### src/rtl/bi_pkg.sv
package bi_pkg;
  typedef enum logic [1:0] {
    TRIG_COUNT = 2'd0,
    TRIG_PORT  = 2'd1,
    TRIG_ADDR  = 2'd2,
    TRIG_OFF   = 2'd3
  } trig_mode_e;
endpackage

### src/rtl/bi_fifo.sv
// Synchronous FIFO with show-ahead head output; DEPTH must be a power of two.
module bi_fifo #(
  parameter int W     = 8,
  parameter int DEPTH = 16
) (
  input  logic         clk,
  input  logic         rst,
  input  logic         wr_en,
  input  logic [W-1:0] wr_data,
  input  logic         rd_en,
  output logic [W-1:0] head,
  output logic         full,
  output logic         empty
);
  localparam int AW = $clog2(DEPTH);

  logic [W-1:0] mem [DEPTH];
  logic [AW:0]  wp;
  logic [AW:0]  rp;
  logic         do_wr;
  logic         do_rd;

  assign empty = (wp == rp);
  assign full  = (wp[AW] != rp[AW]) && (wp[AW-1:0] == rp[AW-1:0]);
  assign do_wr = wr_en && !full;
  assign do_rd = rd_en && !empty;
  assign head  = mem[rp[AW-1:0]];

  always_ff @(posedge clk) begin
    if (do_wr) mem[wp[AW-1:0]] <= wr_data;
  end

  always_ff @(posedge clk) begin
    if (rst) begin
      wp <= '0;
      rp <= '0;
    end else begin
      if (do_wr) wp <= wp + 1'b1;
      if (do_rd) rp <= rp + 1'b1;
    end
  end
endmodule

### src/rtl/bi_trigger.sv
// Switch-over detector: access count, port match or address sequence.
module bi_trigger
  import bi_pkg::*;
#(
  parameter int ADDR_W  = 17,
  parameter int DATA_W  = 8,
  parameter int CNT_W   = 16,
  parameter int SEQ_LEN = 4
) (
  input  logic                      clk,
  input  logic                      rst,
  input  logic                      clear,
  input  trig_mode_e                mode,
  input  logic [CNT_W-1:0]          cfg_count,
  input  logic [DATA_W-1:0]         cfg_port,
  input  logic [SEQ_LEN*ADDR_W-1:0] cfg_seq,
  input  logic                      acc_start,
  input  logic [ADDR_W-1:0]         addr,
  input  logic [DATA_W-1:0]         port,
  output logic                      fired
);
  localparam int HIST = SEQ_LEN - 1;

  logic [ADDR_W-1:0]  hist [HIST];
  logic [HIST-1:0]    hvld;
  logic [CNT_W-1:0]   cnt;
  logic [CNT_W-1:0]   cnt_inc;
  logic [SEQ_LEN-1:0] slot_ok;
  logic               hit;

  assign cnt_inc = cnt + 1'b1;

  // Slot SEQ_LEN-1 is the current access; lower slots reach back in history.
  for (genvar i = 0; i < SEQ_LEN; i++) begin : g_slot
    if (i == SEQ_LEN - 1) begin : g_now
      assign slot_ok[i] = (addr == cfg_seq[i*ADDR_W +: ADDR_W]);
    end else begin : g_old
      assign slot_ok[i] = hvld[HIST-1-i] &&
                          (hist[HIST-1-i] == cfg_seq[i*ADDR_W +: ADDR_W]);
    end
  end

  always_comb begin
    unique case (mode)
      TRIG_COUNT: hit = acc_start && (cnt_inc == cfg_count);
      TRIG_PORT:  hit = (port == cfg_port);
      TRIG_ADDR:  hit = acc_start && (&slot_ok);
      default:    hit = 1'b0;
    endcase
  end

  always_ff @(posedge clk) begin
    if (acc_start) begin
      hist[0] <= addr;
      for (int j = 1; j < HIST; j++) hist[j] <= hist[j-1];
    end
  end

  always_ff @(posedge clk) begin
    if (rst || clear) begin
      cnt   <= '0;
      hvld  <= '0;
      fired <= 1'b0;
    end else begin
      if (acc_start) begin
        cnt     <= cnt_inc;
        hvld[0] <= 1'b1;
        for (int j = 1; j < HIST; j++) hvld[j] <= hvld[j-1];
      end
      if (hit) fired <= 1'b1;
    end
  end
endmodule

### src/rtl/bus_interposer.sv
// Gates RAM strobes, substitutes queued bytes after a trigger, records bus activity.
module bus_interposer
  import bi_pkg::*;
#(
  parameter int ADDR_W    = 17,
  parameter int DATA_W    = 8,
  parameter int CNT_W     = 16,
  parameter int SEQ_LEN   = 4,
  parameter int IFQ_DEPTH = 16,
  parameter int CAP_DEPTH = 16
) (
  input  logic                            clk,
  input  logic                            rst,
  input  logic                            host_tgt_rst,
  output logic                            tgt_rst,
  input  logic                            ifq_wr,
  input  logic [DATA_W+1:0]               ifq_wdata,
  output logic                            ifq_full,
  input  logic [1:0]                      trig_mode,
  input  logic [CNT_W-1:0]                trig_count,
  input  logic [DATA_W-1:0]               trig_port,
  input  logic [SEQ_LEN*ADDR_W-1:0]       trig_seq,
  input  logic                            cap_rd,
  output logic [ADDR_W+DATA_W:0]          cap_rdata,
  output logic                            cap_rvalid,
  output logic                            cap_empty,
  output logic                            cap_overflow,
  input  logic                            tgt_ce_n,
  input  logic                            tgt_we_n,
  input  logic [ADDR_W-1:0]               tgt_addr,
  input  logic [DATA_W-1:0]               tgt_port,
  output logic                            sram_ce_n,
  output logic                            sram_we_n,
  output logic                            sub_drive_en,
  output logic [DATA_W-1:0]               sub_data,
  output logic                            tgt_halt,
  output logic                            sub_active
);
  localparam int IFQ_W    = DATA_W + 2;
  localparam int CAP_W    = ADDR_W + DATA_W + 1;
  localparam int PASS_BIT = DATA_W;
  localparam int MARK_BIT = DATA_W + 1;

  logic              ce_d;
  logic              acc_start;
  logic              live;
  logic              take;
  logic              halting;
  logic              fwd_start;
  logic              sub_start;
  logic              ifq_empty;
  logic [IFQ_W-1:0]  ifq_head;
  logic              cap_full;
  logic [CAP_W-1:0]  cap_head;
  logic [CAP_W-1:0]  cap_wdata;
  logic              cap_pop;
  logic              switched;
  logic              halt_q;
  logic              acc_sub;
  logic              acc_fwd;
  logic              we_n_q;
  logic              tgt_rst_q;
  logic              ovf_q;
  logic              rvalid_q;
  logic [DATA_W-1:0] data_q;
  logic [CAP_W-1:0]  rdata_q;

  // Access start: falling edge of the target chip enable, outside host reset.
  always_ff @(posedge clk) begin
    if (rst) ce_d <= 1'b1;
    else     ce_d <= tgt_ce_n;
  end

  assign acc_start = ce_d && !tgt_ce_n && !host_tgt_rst;
  assign live      = acc_start && !halt_q;
  assign take      = live && switched && !ifq_empty;
  assign halting   = live && switched && ifq_empty;
  assign fwd_start = live && (!switched || (take && ifq_head[PASS_BIT]));
  assign sub_start = take && !ifq_head[PASS_BIT];

  bi_fifo #(.W(IFQ_W), .DEPTH(IFQ_DEPTH)) u_ifq (
    .clk     (clk),
    .rst     (rst),
    .wr_en   (ifq_wr),
    .wr_data (ifq_wdata),
    .rd_en   (take),
    .head    (ifq_head),
    .full    (ifq_full),
    .empty   (ifq_empty)
  );

  bi_trigger #(
    .ADDR_W (ADDR_W), .DATA_W (DATA_W), .CNT_W (CNT_W), .SEQ_LEN (SEQ_LEN)
  ) u_trig (
    .clk       (clk),
    .rst       (rst),
    .clear     (host_tgt_rst),
    .mode      (trig_mode_e'(trig_mode)),
    .cfg_count (trig_count),
    .cfg_port  (trig_port),
    .cfg_seq   (trig_seq),
    .acc_start (acc_start),
    .addr      (tgt_addr),
    .port      (tgt_port),
    .fired     (switched)
  );

  // Per-access decision, held until the chip enable returns high.
  always_ff @(posedge clk) begin
    if (rst || host_tgt_rst) begin
      acc_fwd <= 1'b0;
      acc_sub <= 1'b0;
      we_n_q  <= 1'b1;
      data_q  <= '0;
    end else if (tgt_ce_n) begin
      acc_fwd <= 1'b0;
      acc_sub <= 1'b0;
      we_n_q  <= 1'b1;
    end else if (acc_start) begin
      acc_fwd <= fwd_start;
      acc_sub <= sub_start;
      we_n_q  <= !fwd_start || tgt_we_n;
      if (sub_start) data_q <= ifq_head[DATA_W-1:0];
    end else begin
      we_n_q  <= !acc_fwd || tgt_we_n;
    end
  end

  always_ff @(posedge clk) begin
    if (rst || host_tgt_rst) halt_q <= 1'b0;
    else if (halting)        halt_q <= 1'b1;
  end

  always_ff @(posedge clk) begin
    tgt_rst_q <= rst || host_tgt_rst;
  end

  // Capture path: one record per live access, dropped with a sticky flag when full.
  assign cap_wdata = {take && ifq_head[MARK_BIT], tgt_port, tgt_addr};
  assign cap_pop   = cap_rd && !cap_empty;

  bi_fifo #(.W(CAP_W), .DEPTH(CAP_DEPTH)) u_cap (
    .clk     (clk),
    .rst     (rst),
    .wr_en   (live),
    .wr_data (cap_wdata),
    .rd_en   (cap_pop),
    .head    (cap_head),
    .full    (cap_full),
    .empty   (cap_empty)
  );

  always_ff @(posedge clk) begin
    if (rst) begin
      ovf_q    <= 1'b0;
      rvalid_q <= 1'b0;
      rdata_q  <= '0;
    end else begin
      if (live && cap_full) ovf_q <= 1'b1;
      rvalid_q <= cap_pop;
      if (cap_pop) rdata_q <= cap_head;
    end
  end

  assign tgt_rst      = tgt_rst_q;
  assign sram_ce_n    = !acc_fwd;
  assign sram_we_n    = we_n_q;
  assign sub_drive_en = acc_sub;
  assign sub_data     = data_q;
  assign tgt_halt     = halt_q;
  assign sub_active   = switched;
  assign cap_overflow = ovf_q;
  assign cap_rvalid   = rvalid_q;
  assign cap_rdata    = rdata_q;
endmodule

### config.mk
export PLATFORM = sky130hd
export DESIGN_NAME = bus_interposer
export DESIGN_NICKNAME = d
export VERILOG_FILES = /design/src/rtl/bi_pkg.sv /design/src/rtl/bi_fifo.sv /design/src/rtl/bi_trigger.sv /design/src/rtl/bus_interposer.sv
export SDC_FILE = /design/constraint.sdc
export NUM_CORES = 1
export LEC_CHECK = 0
export ABC_AREA = 0
export BUFFER_PORTS_ARGS = -buffer_cell sky130_fd_sc_hd__clkbuf_2
export CAP_MARGIN = 30
export CORE_ASPECT_RATIO = 2
export CORE_UTILIZATION = 62
export DETAILED_ROUTE_END_ITERATION = 10
export PLACE_DENSITY = 0.81
export SYNTH_ARGS = -nofsm -noshare
export SYNTH_HDL_FRONTEND = slang
export SYNTH_SLANG_ARGS = --single-unit
### constraint.sdc
create_clock -name clk -period 5.55 [get_ports clk]
set_clock_uncertainty 0.15 [all_clocks]
set_input_delay 0.2775 -clock clk [delete_from_list [all_inputs] [get_ports clk]]
set_output_delay 0.2775 -clock clk [all_outputs]
set_load 0.01 [all_outputs]
==> metrics <==
Final Critical Period=3.71 ns; synth unique cells=57; drt initial violations=1,176; GRT Residual Overflow=0; Min-Delay Path Depth=1; Reg2Reg Setup Slack=1.89 ns; Max VDD drop=0.000298 V; Syn-to-layout area delta=13.5%; # IOs=180; Synth area leaders=edfxtp_1, mux4_2, dfxtp_1, xnor2_1, xor2_1; Post-synth EDFFs=627; critical path class=in -> reg; post-synth top area share=67.0%; PD cells=339 nW/um^2; syn_area_per_cell=19.1 um^2; chip width=153 um; initial antenna violation count=2; WL/cell=27.4 um; Hold/Removal Path Class=in -> reg; RR Startpoint=ce_d; DRC Markers=20; largest net degree at the start of global routing=82; vias per std cell=6.27; Post-Route WL=63.2 mm; Setup crit start kind=primary input; hold_sp=tgt_port[3]; Inserted Clock Buffers=57; Final Non-Filler Cells=2,304; DP Cell Count=2,180; Synth Flop Type=edfxtp_1; Post-Syn Nets=1,618; IO buf count=179; Initial Util=62.6%; kind of end point of the critical path=flip-flop; Max Cap Viol=0; clk root buf=clkbuf_16; top achievable clock speed=269 MHz; first-pass GRT wire length=91.8 mm; Die Y-Extent=303 um; worst slew pin tran=1.01 ns; vias=14,446; postcts setup bufs=0; Worst-path clk slew=0.07 ns; Arr. time, crit path=3.84 ns; number of synthesized register bits=713; # setup viols final=0; RSZ-0062 raised after global routing=false; GPL Wtd Cong=0.876; setup TNS=0 ns; relative slew slack=32.5%; fraction of registers with async set or reset after synthesis=0%; number of fill cells=2,703; overall routing resource usage=27.9%; ANT nets after route=0; reg2reg path depth=6; Synth area leader=edfxtp_1; Hold Crit Endpoint=u_cap.mem[3][20]; worst reg2reg path endpoint=u_cap.mem[15][18]; sequential share of the synthesized area=73.1%; Hold Vio Cnt, Final=0; clock tree buffer depth=3; leakage=10.2 nW; CTS tree=done; failing checks=DRC; WP data required=5.68 ns; FP Rows=110; post-cts sizing count=0; CTS Sinks=713; worst skew pair latency=0.60 ns; 1st-pass router iterations=8; fin util=71.1%; H-tree Lvls=2; detailed placer's ending HPWL=40.8 mm; die footprint=46,200 um^2; Post-Syn Instances=1,471; final net count=1,842; crit share post-route=66.9%; status=complete, but fails checks; Syn. warnings=0; core area=44,900 um^2; CP Launch Point=tgt_ce_n; Pins Over Slew Limit=0; vias in the first global route=15,066; proportion of layout cells with a drive suffix above 1=29.9%; post-synthesis cell area=28,100 um^2; crit-path max FO=14
## cells in the mapped netlist, types with 3 or more instances
library cell	count
xor2_1	49
nor4_1	10
or2_2	3
nor2_1	77
inv_1	17
nand2_1	88
mux4_1	5
mux2i_1	10
a21oi_1	41
a211oi_1	4
nor3_1	18
buf_1	8
nand4_1	26
buf_2	21
dfxtp_1	86
edfxtp_1	627
xnor2_1	77
nand2b_1	7
mux4_2	175
nand3_1	11
clkbuf_1	41
o21ai_0	9
or3_1	6
and2_1	4
o22ai_1	3
ha_1	11
## cell type report
cell class	instances	area [um^2]	area share (%)
Multi-Input combinational cell	667	7230	22.7
Timing Repair Buffer	239	1440	4.52
Antenna cell	1	2.50	0.00785
Inverter	17	63.8	0.200
Clock buffer	76	1570	4.93
Clock inverter	31	320	1.00
Sequential cell	713	20600	64.5
Tap cell	560	701	2.20
## worst max-delay path, cell delays in order
cell	delay, ns
dlygate4sd3_1	0.54
clkbuf_2	0.13
or3b_1	0.63
nor2_1	0.37
a21boi_2	0.44
nand2_1	0.30
nor2_2	0.75
buf_4	0.39
## cells by family after synthesis
| kind of cell | after synthesis | synth area share, % |
|---|---|---|
| buffers and inverters | 91 | 1.45 |
| DFF | 713 | 73.1 |
| adders and majority gates | 12 | 0.525 |
| xor gates and xnor gates | 126 | 3.93 |
| muxes | 190 | 14.9 |
| and+or+nand+nor | 261 | 4.32 |
| AOI/OAI and AO/OA | 78 | 1.78 |
## per-layer routing
| metal | share of wire [%] | track usage, % | routed length, um |
|---|---|---|---|
| met5 | 0.021 | 0 | 13 |
| met4 | 4.8 | 14.3 | 3060 |
| met3 | 5.7 | 4.10 | 3590 |
| met2 | 56 | 52.5 | 35400 |
| met1 | 33 | 30.5 | 21200 |
## cell usage in the layout (no fill, tap or decap), types with 4 or more instances in the layout
| cell type | synthesis | routed |
|---|---|---|
| clkinvlp_4 | 0 | 5 |
| clkbuf_2 | 0 | 179 |
| nand2_1 | 88 | 88 |
| a21oi_1 | 41 | 41 |
| nor2_2 | 0 | 8 |
| clkinv_4 | 0 | 6 |
| clkbuf_1 | 41 | 14 |
| nor3_2 | 0 | 5 |
| nand3_1 | 11 | 11 |
| dlygate4sd3_1 | 0 | 15 |
| mux4_1 | 5 | 5 |
| clkinv_2 | 0 | 9 |
| and2_1 | 4 | 4 |
| buf_4 | 1 | 41 |
| a211oi_1 | 4 | 4 |
| or3_1 | 6 | 6 |
| xnor2_1 | 77 | 77 |
| nor2_4 | 0 | 4 |
| dfxtp_1 | 86 | 82 |
| nor3_1 | 18 | 13 |
| o21ai_0 | 9 | 9 |
| nand4_1 | 26 | 26 |
| nor2_1 | 77 | 65 |
| inv_1 | 17 | 16 |
| clkinv_1 | 0 | 4 |
| ha_1 | 11 | 11 |
| xor2_1 | 49 | 49 |
| mux4_2 | 175 | 175 |
| edfxtp_1 | 627 | 627 |
| clkbuf_16 | 0 | 59 |
| nand2b_1 | 7 | 7 |
| bufinv_16 | 0 | 5 |
| nor4_1 | 10 | 10 |
| mux2i_1 | 10 | 10 |
## worst max path at each step
stage | end | slack [ns] | cells after the start
CTS | u_cap.mem[15][18] | 1.81 | 8
global route | u_cap.mem[15][12] | 1.64 | 8
finish | u_cap.mem[15][18] | 1.84 | 8
detailed placement | u_cap.mem[15][12] | 1.72 | 7
floorplan | u_cap.mem[3][0] | 1.71 | 6
global placement | u_cap.mem[15][9] | 1.84 | 7
## state kept, by name (all words and copies together), names as in the netlist, 3 cells and up, named ones only
signal	flops
u_cap.rp	5
u_cap.wp	5
u_ifq.wp	5
u_cap.mem	416
cap_rdata	26
u_trig.cnt	16
u_trig.hist	51
u_ifq.rp	5
u_trig.hvld	3
sub_data	8
u_ifq.mem	160
## where the power goes
part           internal (mW)  total, mW  switching [mW]
logic                  0.362      0.774           0.412
registers               5.89       5.95          0.0599
clock network           2.24       4.08            1.84
total                   8.49       10.8            2.31
## metrics by stage
stage	power, mW	hold slack (ns)	worst slack [ns]	cell area (um^2)
finish	10.8	0.0145	1.84	31900
global placement	6.81	0.294	1.84	29700
CTS	10.9	0.00357	1.81	31900
global route	11.1	0.0205	1.64	31900
floorplan	6.52	0.207	1.71	28100
detailed placement	6.84	0.288	1.72	29800
## timing repair
item / CTS / global route
endpoints found under the hold margin: 171 / 0
endpoints found under the setup margin: 0 / 0
hold buffers: 15 / 0
Note: power is estimated with default switching activity, not from simulation.
